===== src/rtl/irq_arbiter.sv =====
module irq_arbiter #(
  parameter int          NSRC     = 5,
  parameter logic [7:0]  VEC_BASE = 8'h40,
  parameter int          VEC_STEP = 8
) (
  input  logic            clk,
  input  logic            rst_n,
  input  logic [NSRC-1:0] src_req,
  input  logic            reg_wr,
  input  logic            reg_sel,
  input  logic [7:0]      reg_wdata,
  output logic [7:0]      reg_rdata,
  input  logic            ei,
  input  logic            di,
  input  logic            boundary,
  output logic            take,
  output logic [7:0]      vector,
  output logic            wake,
  output logic            irq_master
);
  localparam int IW = (NSRC > 1) ? $clog2(NSRC) : 1;

  logic [7:0]      ie_q;
  logic [NSRC-1:0] flag_q, flag_d, pend, clr;
  logic            ime_q, take_q, wake_q, enter, hit;
  logic [IW-1:0]   idx;
  logic [7:0]      vec_q, vec_d;

  assign pend  = ie_q[NSRC-1:0] & flag_q;
  assign enter = boundary && ime_q && (ie_q != 8'h00) && (flag_q != '0);

  always_comb begin
    hit = 1'b0;
    idx = '0;
    for (int i = NSRC - 1; i >= 0; i--) begin
      if (pend[i]) begin
        hit = 1'b1;
        idx = IW'(i);
      end
    end
  end

  assign vec_d = VEC_BASE + 8'(int'(idx) * VEC_STEP);
  assign clr   = (enter && hit) ? (NSRC'(1) << idx) : '0;

  always_comb begin
    flag_d = (reg_wr && reg_sel) ? reg_wdata[NSRC-1:0] : flag_q;
    flag_d = (flag_d & ~clr) | src_req;
  end

  always_ff @(posedge clk) begin
    if (!rst_n) begin
      ie_q   <= 8'h00;
      flag_q <= '0;
      ime_q  <= 1'b0;
      take_q <= 1'b0;
      wake_q <= 1'b0;
      vec_q  <= 8'h00;
    end else begin
      if (reg_wr && !reg_sel) ie_q <= reg_wdata;
      flag_q <= flag_d;
      if (enter)   ime_q <= !hit;
      else if (ei) ime_q <= 1'b1;
      else if (di) ime_q <= 1'b0;
      take_q <= enter && hit;
      wake_q <= enter;
      vec_q  <= (enter && hit) ? vec_d : 8'h00;
    end
  end

  assign reg_rdata  = reg_sel ? {{(8-NSRC){1'b1}}, flag_q} : ie_q;
  assign take       = take_q;
  assign vector     = vec_q;
  assign wake       = wake_q;
  assign irq_master = ime_q;

  logic [7:0] vidx;
  assign vidx = (vec_q - VEC_BASE) / 8'(VEC_STEP);


  take_cause_chk: assert property (@(posedge clk) disable iff (!rst_n)
    take |-> $past(boundary) && $past(ime_q));


  take_master_clr_chk: assert property (@(posedge clk) disable iff (!rst_n)
    take |-> !irq_master && wake);


  take_single_chk: assert property (@(posedge clk) disable iff (!rst_n)
    take |=> !take);


  vec_table_chk: assert property (@(posedge clk) disable iff (!rst_n)
    take |-> ((vec_q - VEC_BASE) % 8'(VEC_STEP)) == 8'h00 && vidx < 8'(NSRC));


  flag_clr_chk: assert property (@(posedge clk) disable iff (!rst_n)
    take |-> !flag_q[vidx[IW-1:0]] || $past(src_req[vidx[IW-1:0]])
             || $past(reg_wr && reg_sel));


  vec_idle_chk: assert property (@(posedge clk) disable iff (!rst_n)
    !take |-> vector == 8'h00);
endmodule


===== config.mk =====
export PLATFORM = sky130hd
export DESIGN_NAME = irq_arbiter
export DESIGN_NICKNAME = d
export VERILOG_FILES = /design/src/rtl/irq_arbiter.sv
export SDC_FILE = /design/constraint.sdc
export NUM_CORES = 1
export LEC_CHECK = 0
export BUFFER_PORTS_ARGS = -buffer_cell sky130_fd_sc_hd__buf_2
export CAP_MARGIN = 20
export CORE_MARGIN = 8
export CORE_UTILIZATION = 53
export CTS_BUF_LIST = sky130_fd_sc_hd__clkbuf_2 sky130_fd_sc_hd__clkbuf_4 sky130_fd_sc_hd__clkbuf_8
export DETAILED_ROUTE_END_ITERATION = 10
export PLACE_DENSITY = 0.88
export SLEW_MARGIN = 10
export SYNTH_ARGS = -nofsm -noshare
export SYNTH_HDL_FRONTEND = slang
export SYNTH_SLANG_ARGS = --single-unit

===== constraint.sdc =====
create_clock -name clk -period 2.1 [get_ports clk]
set_input_delay 0.105 -clock clk [delete_from_list [all_inputs] [get_ports clk]]
set_output_delay 0.105 -clock clk [all_outputs]
set_load 0.02 [all_outputs]

# After elaboration in Yosys (flattened, before gate mapping)
# Index checks and enable logic that the tools add are counted.
# classes
n_mux	16
shift	1
reduce_logical	12
n_addsub	1
bitwise	4
# op_table
cell	count
2-to-1 mux 3 bit	5
bitwise AND 5 bit	2
2-to-1 mux 5 bit	2
adder 7 x 6 -> 8 bit, first input constant	1
2-to-1 mux 1 bit	8
2-to-1 mux 8 bit	1
nonzero test 8 bit	1
logical AND 1 bit	6
inverter 5 bit	1
OR 5 bit	1
nonzero test 5 bit	1
left shift 1 x 3 -> 5 bit, first input constant	1
nonzero test 3 bit	1
zero test 1 bit	2
AND reduction 2 bit	1
# word_totals
output_inout_bits	19
regBits	24
wordCells	40
input_bits	20

# Longest topological paths before layout
# Gate-level depths: netlist (run 1).
# depth
depth_word	11
depth_mapped	5
depth_no_buf	4

# Worst setup path before layout (run 1)
# OpenSTA, ideal clock, no wires.
# synth_timing
path_type	register -> register
start	reg ie_q[2]
end	reg vec_q[4] (netlist: vector[4])
path_slack_ns	0.665
arrival_ns	1.318
setup_ns	0.116
period_less_slack_ns	1.435
n_path_buf	0
path_stages_with_launch	5
t_required_ns	1.984
cell_sequence	dfxtp_1 or4_4 o21ai_4 a21oi_4 and4_1
# synth_between
elab_chain_cells	6
word_cells_on_any_way	13
cone_classes	add/sub (1); mux (6); bitwise (1); reduce/logical (5)
# synth_rtl
item	line_no	source
start, declared	23	logic [7:0] ie_q;
start signal, assigned	60	if (reg_wr && !reg_sel) ie_q <= reg_wdata;
branches (longest 6 deep; another with adder 7 x 6 -> 8 bit)	n/a	
end signal, assigned	67	vec_q <= (enter && hit) ? vec_d : 8'h00;
end, declared	27	logic [7:0] vec_q, vec_d;
# Parallel ways; which one is timed is not known.
# A chain may end at the register's enable or synchronous reset.

# Worst setup path after layout (run 1)
# Ends and elaborated chain as after synthesis.

==> summary.md, run 1 <==
| Metric | Value |
|---|---|
| Total Neg Setup Slack | 0 ns |
| Wire length per cell after detailed routing | 14.83 µm |
| Post-DP HPWL | 1828 µm |
| Highest achievable clock rate | 0.6484 GHz |
| CTS buffer count | 3 |
| Most common cell in the netlist | sky130_fd_sc_hd__dfxtp_1 |
| Final Max Tran Viols | 0 |
| TritonCTS clock tree | built |
| Root cell of the clock tree | sky130_fd_sc_hd__clkbuf_4 |
| Top cells by area in the synthesized netlist | sky130_fd_sc_hd__dfxtp_1 40%, sky130_fd_sc_hd__mux2i_1 10%, sky130_fd_sc_hd__nor2b_1 6.3% |
| Remaining design rule violation count | 0 |
| Count of final hold-check violations | 0 |
| I/O pin count | 39 |
| Synth Warn # | 0 |
| DP Area | 0.001165 mm² |
| VDD IR-drop max | 703.5 µV |
| Htree depth | 1 |
| Skew final | 0.004046 ns |
| Data arrival time at the worst-slack endpoint | 1.75 ns |
| Most common library cells after synthesis | 20 x sky130_fd_sc_hd__dfxtp_1, 10 x sky130_fd_sc_hd__mux2i_1, 10 x sky130_fd_sc_hd__nor2b_1 |
| Final instance area | 0.001227 mm² |
| Reg-to-reg setup timing slack | 0.56 ns |
| Number of global-route vias before repair | 849 |
| Post-CTS setup buffer count | 0 |
| Die ar. | 0.003512 mm² |
| Layout-stage area growth over the synthesis result | 23.71% |
| Hold-critical path endpoint | flag_q[0] |
| Nets@finish | 158 |
| Result of the run | finished, final reports clean |
| Pwr/cell area | 726.6 mW/mm² |
| Clock input transition at the sequential cells of the worst setup and hold paths | 0.12 ns |
| Synthesized netlist cell count | 102 |
| FFs w/ async S/R, synth | 0% |
| Grt total ovfl | 0 |
| Main synth FF type | sky130_fd_sc_hd__dfxtp_1 |
| GRT Total Usage | 14.87% |
| Worst-path fanout max | 9 |
| Starting DRT DRC Count | 32 |
| Count of flip-flops with a built-in enable after synthesis | 0 |
| Clock insertion delay at the later pin of the skew report | 0.30 ns |
| Kind of capture point of the worst setup path | flip-flop |
| Min-delay src | src_req[0] |
| FF+latch count, synth | 20 |
| Synth Area per Inst | 9.727 µm² |
| Final weighted congestion in routability-driven placement | 0.8949 |
| Count of inserted antenna diode cells | 0 |
| Type of the most critical hold path | input port to flip-flop |
| Number of buffer cells added on primary ports | 34 |
| Detail Route Antenna Nets | 0 |
| Number of fill cells | 137 |
| Maximum capacitance violations | 0 |
| Period Utilization, post-route | 73.44% |
| Reg2reg path depth | 4 |
| Critical R2R Capture | vector[4] |
| Die span in x | 59.27 µm |
| Start-to-end type of the worst setup path | flip-flop to flip-flop |
| RSZ-0062 raised after global routing | false |
| Number of cell rows | 15 |
| Maximum number of pins on one net before global-route repair | 23 |
| Initial Util | 56.85% |
| Cell depth of the worst min-delay path | 2 |
| Core footprint | 0.001745 mm² |
| Global-route wire length before repair | 4098 µm |
| Sequential cell area in the final layout | 400.4 µm² |
| Leakage dissipation | 0.0005803 µW |
| Area fraction of the dominant cell type after synthesis | 40.35% |
| Die Y | 59.27 µm |
| Multi-input combinational cell area | 551.8 µm² |
| Share of layout cells above drive strength 1 | 37.23% |
| Critical path data required time | 2.31 ns |
| Num Clock Sinks | 20 |
| Library cell occupying the most area in the post-synthesis netlist | sky130_fd_sc_hd__dfxtp_1 |
| Share of the yosys chip area belonging to registers | 40.35% |
| Number of antenna violations at the first check in global routing | 0 |
| Element type at the critical path start | flip-flop |
| Total standard cell area after synthesis | 992.2 µm² |
| Maximum buffer depth of the clock tree | 2 |
| Number of optimization iterations in the first detailed-route pass | 4 |
| Final WL | 2402 µm |
| Number of distinct library cells after synthesis | 33 |
| Start of the worst register-to-register path | ie_q[2] |
| Final Critical Period | 1.542 ns |
| Via density | 5.235 |
| Via Count | 848 |
| Final setup violation count | 0 |
## cells in the final DEF, fill, tap and decap left out, drive strengths merged, types with 3 or more instances in the layout
cell type and n:
clkbuf 3, conb 4, nor2b 10, and3 4, mux2 9, a21oi 3, nor2 3, dfxtp 20
nand2 7, mux2i 10, o21ai 5, nor3 3, buf 35, or2 3
## kinds of logic after synthesis
logic type / count (synthesis) / synth area share [%]
DFF: 20 / 40.35
muxes: 19 / 20.30
and+or+nand+nor: 38 / 21.82
AOI/OAI and AO/OA: 15 / 11.98
other: 1 / 0.3779
buffers and inverters: 9 / 5.170
## stage by stage
stage               power, µW  instances  hold WS, ns  utilization, %  setup WS, ns
finish                  891.8        162      0.01404           70.32        0.5579
CTS                     896.3        162     0.004086           70.32        0.5491
global placement        579.3        157       0.2960           66.74        0.6343
detailed placement      583.8        157       0.3048           66.74        0.5911
global route            934.2        162     0.004061           70.32        0.4925
floorplan               538.3        105       0.2113               -        0.6653
## power breakdown
group | switching [µW] | internal, µW
Sequential | 20.0 | 398
Combinational | 88.8 | 72.4
Clock | 120 | 193
## metal layers
metal	GRT usage [%]	wire, µm
met5	0	0
met4	5.802	12
met3	4.338	217
met2	23.27	1208
met1	18.46	964
## flip-flops by register name (all words and copies together) (netlist names)
register and cells:
ie_q 8, flag_q 5, vector 4, irq_master 1, take 1, wake 1
## what timing repair did
action	in CTS	in global routing
hold endpoints to repair	1	0
gates resized for setup	0	0
hold buffers	1	0
## worst max path at each step
| stage | startpoint | end | slack [ns] |
|---|---|---|---|
| 2_1_floorplan | ie_q[2] | vector[4] | 0.67 |
| 3_3_place_gp | ie_q[2] | vector[4] | 0.63 |
| 3_5_place_dp | ie_q[2] | vector[4] | 0.59 |
| 4_1_cts | ie_q[2] | vector[4] | 0.55 |
| 5_1_grt | ie_q[0] | vector[4] | 0.49 |
| 6_report | ie_q[2] | vector[4] | 0.56 |
## critical path, cell delays in order (launching register included)
cell                      delay, ns
sky130_fd_sc_hd__dfxtp_1       0.37
sky130_fd_sc_hd__or4_4         0.56
sky130_fd_sc_hd__o21ai_4       0.22
sky130_fd_sc_hd__a21oi_4       0.08
sky130_fd_sc_hd__and4_1        0.22
## area by class of cell
cell class | instances | share of cell area (%)
clock buffer | 3 | 1.835
clock inverter | 1 | 2.446
inverter | 1 | 0.3058
multi-input combinational | 76 | 44.95
sequential | 20 | 32.62
tap | 25 | 2.548
timing repair buffer | 36 | 15.29
Power figures use the tool's default switching activity.
==> run 2: changes to the inputs <==
--- a/config.mk
+++ b/config.mk
@@ -8,10 +8,10 @@
 export BUFFER_PORTS_ARGS = -buffer_cell sky130_fd_sc_hd__buf_2
 export CAP_MARGIN = 20
 export CORE_MARGIN = 8
-export CORE_UTILIZATION = 53
+export CORE_UTILIZATION = 44
 export CTS_BUF_LIST = sky130_fd_sc_hd__clkbuf_2 sky130_fd_sc_hd__clkbuf_4 sky130_fd_sc_hd__clkbuf_8
 export DETAILED_ROUTE_END_ITERATION = 10
-export PLACE_DENSITY = 0.88
+export PLACE_DENSITY = 0.78
 export SLEW_MARGIN = 10
 export SYNTH_ARGS = -nofsm -noshare
 export SYNTH_HDL_FRONTEND = slang
==> constraint.sdc (replaced) <==
create_clock -name clk -period 1.31 [get_ports clk]
set_input_delay 0.0655 -clock clk [delete_from_list [all_inputs] [get_ports clk]]
set_output_delay 0.0655 -clock clk [all_outputs]
set_load 0.02 [all_outputs]
==> run 2 against run 1 <==
Against the previous run:
- the run now ends with setup timing left
- global-route usage shrank 1.9 points
- critical path depth is the same
- largest power group unchanged
- final cell count grew 9.3%
- sequential power grew 59%
- sequential share of layout area shrank 3.5 points
- first-iteration DRC count shrank 22%
- total power grew 68%
- critical path type unchanged
- routed wire length grew 11%
- clock-buffer cell count is the same
==> summary.md, run 2 (same netlist as run 1, synthesis figures left out) <==
| Metric | Value |
|---|---|
| Result of the run | finished, violations left |
| Violations in the final reports | setup timing |
| Switching Power | 384.4 µW (+68%) |
| Root cell of the clock tree | sky130_fd_sc_hd__clkbuf_4 |
| Total Neg Setup Slack | -1.185 ns (-1.185 ns) |
| Most common cell after layout, fill and taps aside | sky130_fd_sc_hd__buf_2 |
| Grt total ovfl | 0 (unchanged) |
| Initial Util | 45.73% (-11 points) |
| Final WL | 2661 µm (+11%) |
| CTS buffer count | 3 (unchanged) |
| VDD IR-drop max | 726.3 µV (+3.2%) |
| Maximum buffer depth of the clock tree | 2 (unchanged) |
| GRT Total Usage | 12.95% (-1.9 points) |
| Final weighted congestion in routability-driven placement | 0.8464 (-5.4%) |
| Hold-critical path endpoint | flag_q[4] |
| TritonCTS clock tree | built |
| Count of final hold-check violations | 0 (unchanged) |
| Number of cell rows | 17 (+2) |
| Internal Pwr Total | 1111 µW (+67%) |
| Type of the most critical hold path | input port to flip-flop |
| Htree depth | 1 (unchanged) |
| Min-delay src | src_req[4] |
| Worst-path fanout max | 9 (unchanged) |
| Layout-stage area growth over the synthesis result | 40.98% |
| Number of buffer cells added on primary ports | 34 (unchanged) |
| Maximum capacitance violations | 0 (unchanged) |
| Combinational share of power | 22.0% (+3.9 points) |
| Final instance area | 0.001399 mm² (+14%) |
| Clock network fraction of design power | 33.7% (-1.3 points) |
| Register with the most flip-flops | ie_q |
| Critical path data required time | 1.52 ns (-0.79 ns) |
| Via density | 5.147 (-1.7%) |
| Number of global-route vias before repair | 958 (+13%) |
| Cell depth of the worst min-delay path | 3 (+1) |
| Fraction of power consumed by sequential logic | 44.4% (-2.5 points) |
| I/O pin count | 39 (unchanged) |
| Reg-to-reg setup timing slack | -0.13 ns (-0.69 ns) |
| Number of antenna violations at the first check in global routing | 0 (unchanged) |
| Starting DRT DRC Count | 25 (-22%) |
| Power consumption | 1495 µW (+68%) |
| Switching power as a share of total power | 25.71% (+0.092 points) |
| Count of inserted antenna diode cells | 0 (unchanged) |
| Number of optimization iterations in the first detailed-route pass | 4 (unchanged) |
| Reg2reg path depth | 4 (unchanged) |
| Worst hold slack across all endpoints | 0.02744 ns (+0.01339 ns) |
| Start of the worst register-to-register path | ie_q[7] |
| Nets@finish | 170 (+7.6%) |
| Final Max Tran Viols | 0 (unchanged) |
| RSZ-0062 raised after global routing | true |
| Number of fill cells | 194 (+42%) |
| Start-to-end type of the worst setup path | flip-flop to flip-flop |
| Highest achievable clock rate | 0.6931 GHz (+6.9%) |
| Critical R2R Capture | vector[5] |
| Element type at the critical path start | flip-flop |
| Remaining design rule violation count | 0 (unchanged) |
| Maximum number of pins on one net before global-route repair | 23 (unchanged) |
| Commonest cells after routing, fill and taps aside | 30 x sky130_fd_sc_hd__buf_2, 14 x sky130_fd_sc_hd__dfxtp_1, 11 x sky130_fd_sc_hd__buf_4 |
| Via Count | 911 (+7.4%) |
| Leakage dissipation | 0.0006511 µW (+12%) |
| Num Clock Sinks | 20 (unchanged) |
| Wire length per cell after detailed routing | 15.03 µm (+1.4%) |
| Die span in x | 63.49 µm (+7.1%) |
| Die ar. | 0.004030 mm² (+15%) |
| Worst-case setup margin in the final layout | -0.1329 ns (-0.6907 ns) |
| Die Y | 63.49 µm (+7.1%) |
| Clock input transition at the sequential cells of the worst setup and hold paths | 0.12 ns (about the same) |
| Clock insertion delay at the later pin of the skew report | 0.30 ns (about the same) |
| Global-route wire length before repair | 4319 µm (+5.4%) |
| Core footprint | 0.002170 mm² (+24%) |
| Detail Route Antenna Nets | 0 (unchanged) |
| Kind of capture point of the worst setup path | flip-flop |
| Skew final | 0.005156 ns (+0.001110 ns) |
| Largest register FFs | 8 (unchanged) |
| Final setup violation count | 11 (+11) |
| Pwr/cell area | 1069 mW/mm² (+47%) |
| Data arrival time at the worst-slack endpoint | 1.66 ns (-0.09 ns) |
| Post-DP HPWL | 1979 µm (+8.3%) |
| Final Critical Period | 1.443 ns (-0.09926 ns) |
| DP Area | 0.001247 mm² (+7.1%) |
| Share of layout cells above drive strength 1 | 48.99% (+12 points) |
| Period Utilization, post-route | 110.1% (+37 points) |
==> run 2: changes by cell type in the layout (fill, tap and decap cells not counted), moves of 4 or more <==
cell	change
sky130_fd_sc_hd__buf_6	+5
sky130_fd_sc_hd__dfxtp_2	+6
sky130_fd_sc_hd__buf_4	+10
sky130_fd_sc_hd__dfxtp_1	-6
sky130_fd_sc_hd__buf_2	-4
==> run 2: power by group through the flow <==
stage | clock network (µW) | logic, µW | registers (µW)
after global routing | 542 | 356 | 667
final | 503 | 328 | 663
after global placement | 0 | 286 | 673
after CTS | 513 | 302 | 661
after floorplan | 0 | 185 | 681
after detailed placement | 0 | 294 | 674
==> run 2: per-stage QoR <==
stage / worst slack (ns) / cells / utilization (%)
after floorplan: -0.06477 / 105 / -
after global placement: -0.09328 / 170 / 57.50
after detailed placement: -0.1253 / 170 / 57.50
after CTS: -0.1265 / 177 / 61.25
after global routing: -0.2005 / 177 / 64.48
final: -0.1329 / 177 / 64.48
==> run 2: worst max-delay path: stages, from the launching register on <==
cell and delay (ns):
sky130_fd_sc_hd__dfxtp_2 0.34, sky130_fd_sc_hd__or4_4 0.54, sky130_fd_sc_hd__o21ai_4 0.20, sky130_fd_sc_hd__a21oi_4 0.08
sky130_fd_sc_hd__and3_4 0.19
==> run 2: worst max-delay path by stage <==
stage                        from         to  slack, ns  depth (start not counted)
after detailed placement  ie_q[6]  vector[6]      -0.13                          4
after CTS                 ie_q[5]  vector[6]      -0.13                          4
after floorplan           ie_q[6]  vector[5]      -0.06                          4
after global routing      ie_q[0]  flag_q[4]      -0.20                          5
after global placement    ie_q[6]  vector[5]      -0.09                          4
final                     ie_q[7]  vector[5]      -0.13                          4
==> run 2: timing repair <==
item	4_1_cts	5_1_grt
pin swaps	2	6
endpoints found under the hold margin	2	0
cloned	0	0
setup endpoints to repair	11	15
buffers inserted	1	1
hold buffers	2	0
gates resized for setup	1	20
==> run 2: area by class of cell <==
| class | count | area [µm²] | share of cell area, % |
|---|---|---|---|
| sequential | 20 | 407.9 | 29.16 |
| clock buffer | 3 | 22.52 | 1.610 |
| timing repair buffer | 48 | 309.0 | 22.09 |
| clock inverter | 1 | 30.03 | 2.147 |
| inverter | 1 | 3.754 | 0.2683 |
| tap | 28 | 35.03 | 2.504 |
| multi-input combinational | 76 | 590.6 | 42.22 |
==> run 2: metal layers <==
metal / vias up / global-route usage [%] / share of wire (%)
met1: 437 / 13.07 / 38
met3: 0 / 3.710 / 5.6
met5: - / 0 / 0
met2: 25 / 23.83 / 56
li1: 449 / - / -
met4: 0 / 5.850 / 0
==> run 3: changes to the inputs <==
--- a/config.mk
+++ b/config.mk
@@ -11,7 +11,7 @@
 export CORE_UTILIZATION = 44
 export CTS_BUF_LIST = sky130_fd_sc_hd__clkbuf_2 sky130_fd_sc_hd__clkbuf_4 sky130_fd_sc_hd__clkbuf_8
 export DETAILED_ROUTE_END_ITERATION = 10
-export PLACE_DENSITY = 0.78
+export PLACE_DENSITY = 0.76
 export SLEW_MARGIN = 10
 export SYNTH_ARGS = -nofsm -noshare
 export SYNTH_HDL_FRONTEND = slang
==> run 3 against run 2 <==
Against the previous run:
- cell area down 3.4%
- clock-buffer cell count unchanged
- setup slack better by 0.0074 ns
- utilization down 2.2 points
- routed wire length down 3.1%
- register-to-register slack about the same
- the run still ends with setup timing left
==> summary.md, run 3 (same netlist as run 1, synthesis figures left out) <==
| Metric | Value |
|---|---|
| Result of the run | finished, violations left |
| Violations in the final reports | setup timing |
| Critical path data required time | 1.51 ns (about the same) |
| Number of optimization iterations in the first detailed-route pass | 4 (unchanged) |
| Most common cell after layout, fill and taps aside | sky130_fd_sc_hd__buf_2 |
| Worst-case setup margin in the final layout | -0.1255 ns (+0.007387 ns) |
| Final instance area | 0.001351 mm² (-3.4%) |
| Final WL | 2579 µm (-3.1%) |
| Data arrival time at the worst-slack endpoint | 1.64 ns (-0.02 ns) |
| Final setup violation count | 11 (unchanged) |
| Number of fill cells | 202 (+4.1%) |
| Largest register FFs | 8 (unchanged) |
| Fin cells | 179 (+1.1%) |
| Worst hold slack across all endpoints | 0.03230 ns (+0.004861 ns) |
| Start-to-end type of the worst setup path | flip-flop to flip-flop |
| Wire length per cell after detailed routing | 14.41 µm (-4.2%) |
| Share of layout cells above drive strength 1 | 45.70% (-3.3 points) |
| Htree depth | 1 (unchanged) |
| Detail Route Antenna Nets | 0 (unchanged) |
| Skew final | 0.005733 ns (+0.0005772 ns) |
| Grt total ovfl | 0 (unchanged) |
| Final Critical Period | 1.435 ns (-0.007387 ns) |
| Core footprint | 0.002170 mm² (unchanged) |
| TritonCTS clock tree | built |
| Maximum number of pins on one net before global-route repair | 23 (unchanged) |
| I/O pin count | 39 (unchanged) |
| Count of final hold-check violations | 0 (unchanged) |
| Final Core Density | 62.28% (-2.2 points) |
| Die span in x | 63.49 µm (unchanged) |
| DP Area | 0.001262 mm² (+1.2%) |
| Element type at the critical path start | flip-flop |
| Nets@finish | 172 (+1.2%) |
| Layout-stage area growth over the synthesis result | 36.19% |
| Category of cells accounting for the largest share of critical-path delay | simple AND/OR/NAND/NOR gates |
| Number of cells after detailed placement | 172 (+1.2%) |
| GRT Total Usage | 13.21% (+0.26 points) |
| Global-route wire length before repair | 4443 µm (+2.9%) |
| Number of global-route vias before repair | 996 (+4.0%) |
| Clock input transition at the sequential cells of the worst setup and hold paths | 0.11 ns (about the same) |
| VDD IR-drop max | 621.0 µV (-14%) |
| RSZ-0062 raised after global routing | true |
| Number of antenna violations at the first check in global routing | 0 (unchanged) |
| Remaining design rule violation count | 0 (unchanged) |
| Die ar. | 0.004030 mm² (unchanged) |
| Number of cell rows | 17 (unchanged) |
| Final Max Tran Viols | 0 (unchanged) |
| Type of the most critical hold path | input port to flip-flop |
| Maximum capacitance violations | 0 (unchanged) |
| Period Utilization, post-route | 109.6% (-0.56 points) |
| Count of inserted antenna diode cells | 0 (unchanged) |
| Count of buffer and inverter cells on the critical path | 0 (unchanged) |
| Final weighted congestion in routability-driven placement | 0.8546 (+0.97%) |
| Post-DP HPWL | 2011 µm (+1.6%) |
| Clock insertion delay at the later pin of the skew report | 0.29 ns (about the same) |
| Root cell of the clock tree | sky130_fd_sc_hd__clkbuf_4 |
| Total Neg Setup Slack | -1.012 ns (+0.1734 ns) |
| Starting DRT DRC Count | 19 (-24%) |
| Number of buffer cells added on primary ports | 34 (unchanged) |
| Library cell contributing the largest single delay on the critical path | sky130_fd_sc_hd__or4_4 |
| Commonest cells after routing, fill and taps aside | 34 x sky130_fd_sc_hd__buf_2, 17 x sky130_fd_sc_hd__dfxtp_1, 14 x sky130_fd_sc_hd__buf_4 |
| Die Y | 63.49 µm (unchanged) |
| Kind of capture point of the worst setup path | flip-flop |
| Via Count | 891 (-2.2%) |
| Initial Util | 45.73% (unchanged) |
| Leakage dissipation | 0.0006526 µW (+0.23%) |
| CTS buffer count | 3 (unchanged) |
| Num Clock Sinks | 20 (unchanged) |
| Register with the most flip-flops | ie_q |
| Maximum buffer depth of the clock tree | 2 (unchanged) |
| Via density | 4.978 (-3.3%) |
| Worst-path fanout max | 9 (unchanged) |
| CP max stage delay | 0.54 ns (about the same) |
| Ordered cell list for the critical path | or4_4 -> o21ai_4 -> a21oi_4 -> and3_1 |
| Pwr/cell area | 1081 mW/mm² (+1.2%) |
| Highest achievable clock rate | 0.6966 GHz (+0.51%) |
-- run 3: changes by cell type in the layout (fill, tap and decap cells not counted), sizes merged --
cell  previous run  this run
buf             46        48
-- run 3: worst min-delay path: cells and delay by family --
kind / cells / cell delay, ns
and+or+nand+nor: 2 / 0.13
buffers and inverters: 1 / 0.10
-- run 3: per-stage QoR --
step,power (µW),setup WS (ns)
2_1_floorplan,866.6,-0.06477
3_3_place_gp,962.6,-0.09274
3_5_place_dp,971.5,-0.1145
4_1_cts,1478,-0.1199
5_1_grt,1528,-0.1751
6_report,1461,-0.1255
-- run 3: routing by layer --
| layer | global-route usage, % | part of all wire [%] |
|---|---|---|
| met5 | 0 | 0 |
| met4 | 8.914 | 2.8 |
| met3 | 3.004 | 4.1 |
| met2 | 24.21 | 54 |
| met1 | 12.79 | 40 |
-- run 3: worst paths after layout --
path | from | to | slack [ns] | cells past startpoint
worst min register to register | ie_q[5] | ie_q[5] | 0.54 | 2
worst max-delay path | ie_q[6] | vector[5] | -0.13 | 4
worst max register to register | ie_q[6] | vector[5] | -0.13 | 4
worst min-delay path | src_req[4] | flag_q[4] | 0.03 | 3
-- run 3: layout make-up --
class	instances	area, µm²	share of cell area [%]
Clock buffer	3	22.52	1.667
Clock inverter	1	30.03	2.222
Inverter	1	3.754	0.2778
Multi-Input combinational cell	76	560.5	41.48
Sequential cell	20	404.1	29.91
Tap cell	28	35.03	2.593
Timing Repair Buffer	50	295.3	21.85
-- run 3: where the power goes --
part | switching [µW] | internal (µW) | total (µW)
combinational | 160 | 147 | 307
sequential | 22.4 | 639 | 662
clock | 183 | 309 | 492
-- run 3: repair_timing --
action / CTS / global route
setup endpoints to repair: 12 / 12
hold buffers: 2 / 0
hold endpoints to repair: 2 / 0
resized for setup: 1 / 3
buffers inserted: 1 / 0
pin swaps: 1 / 0
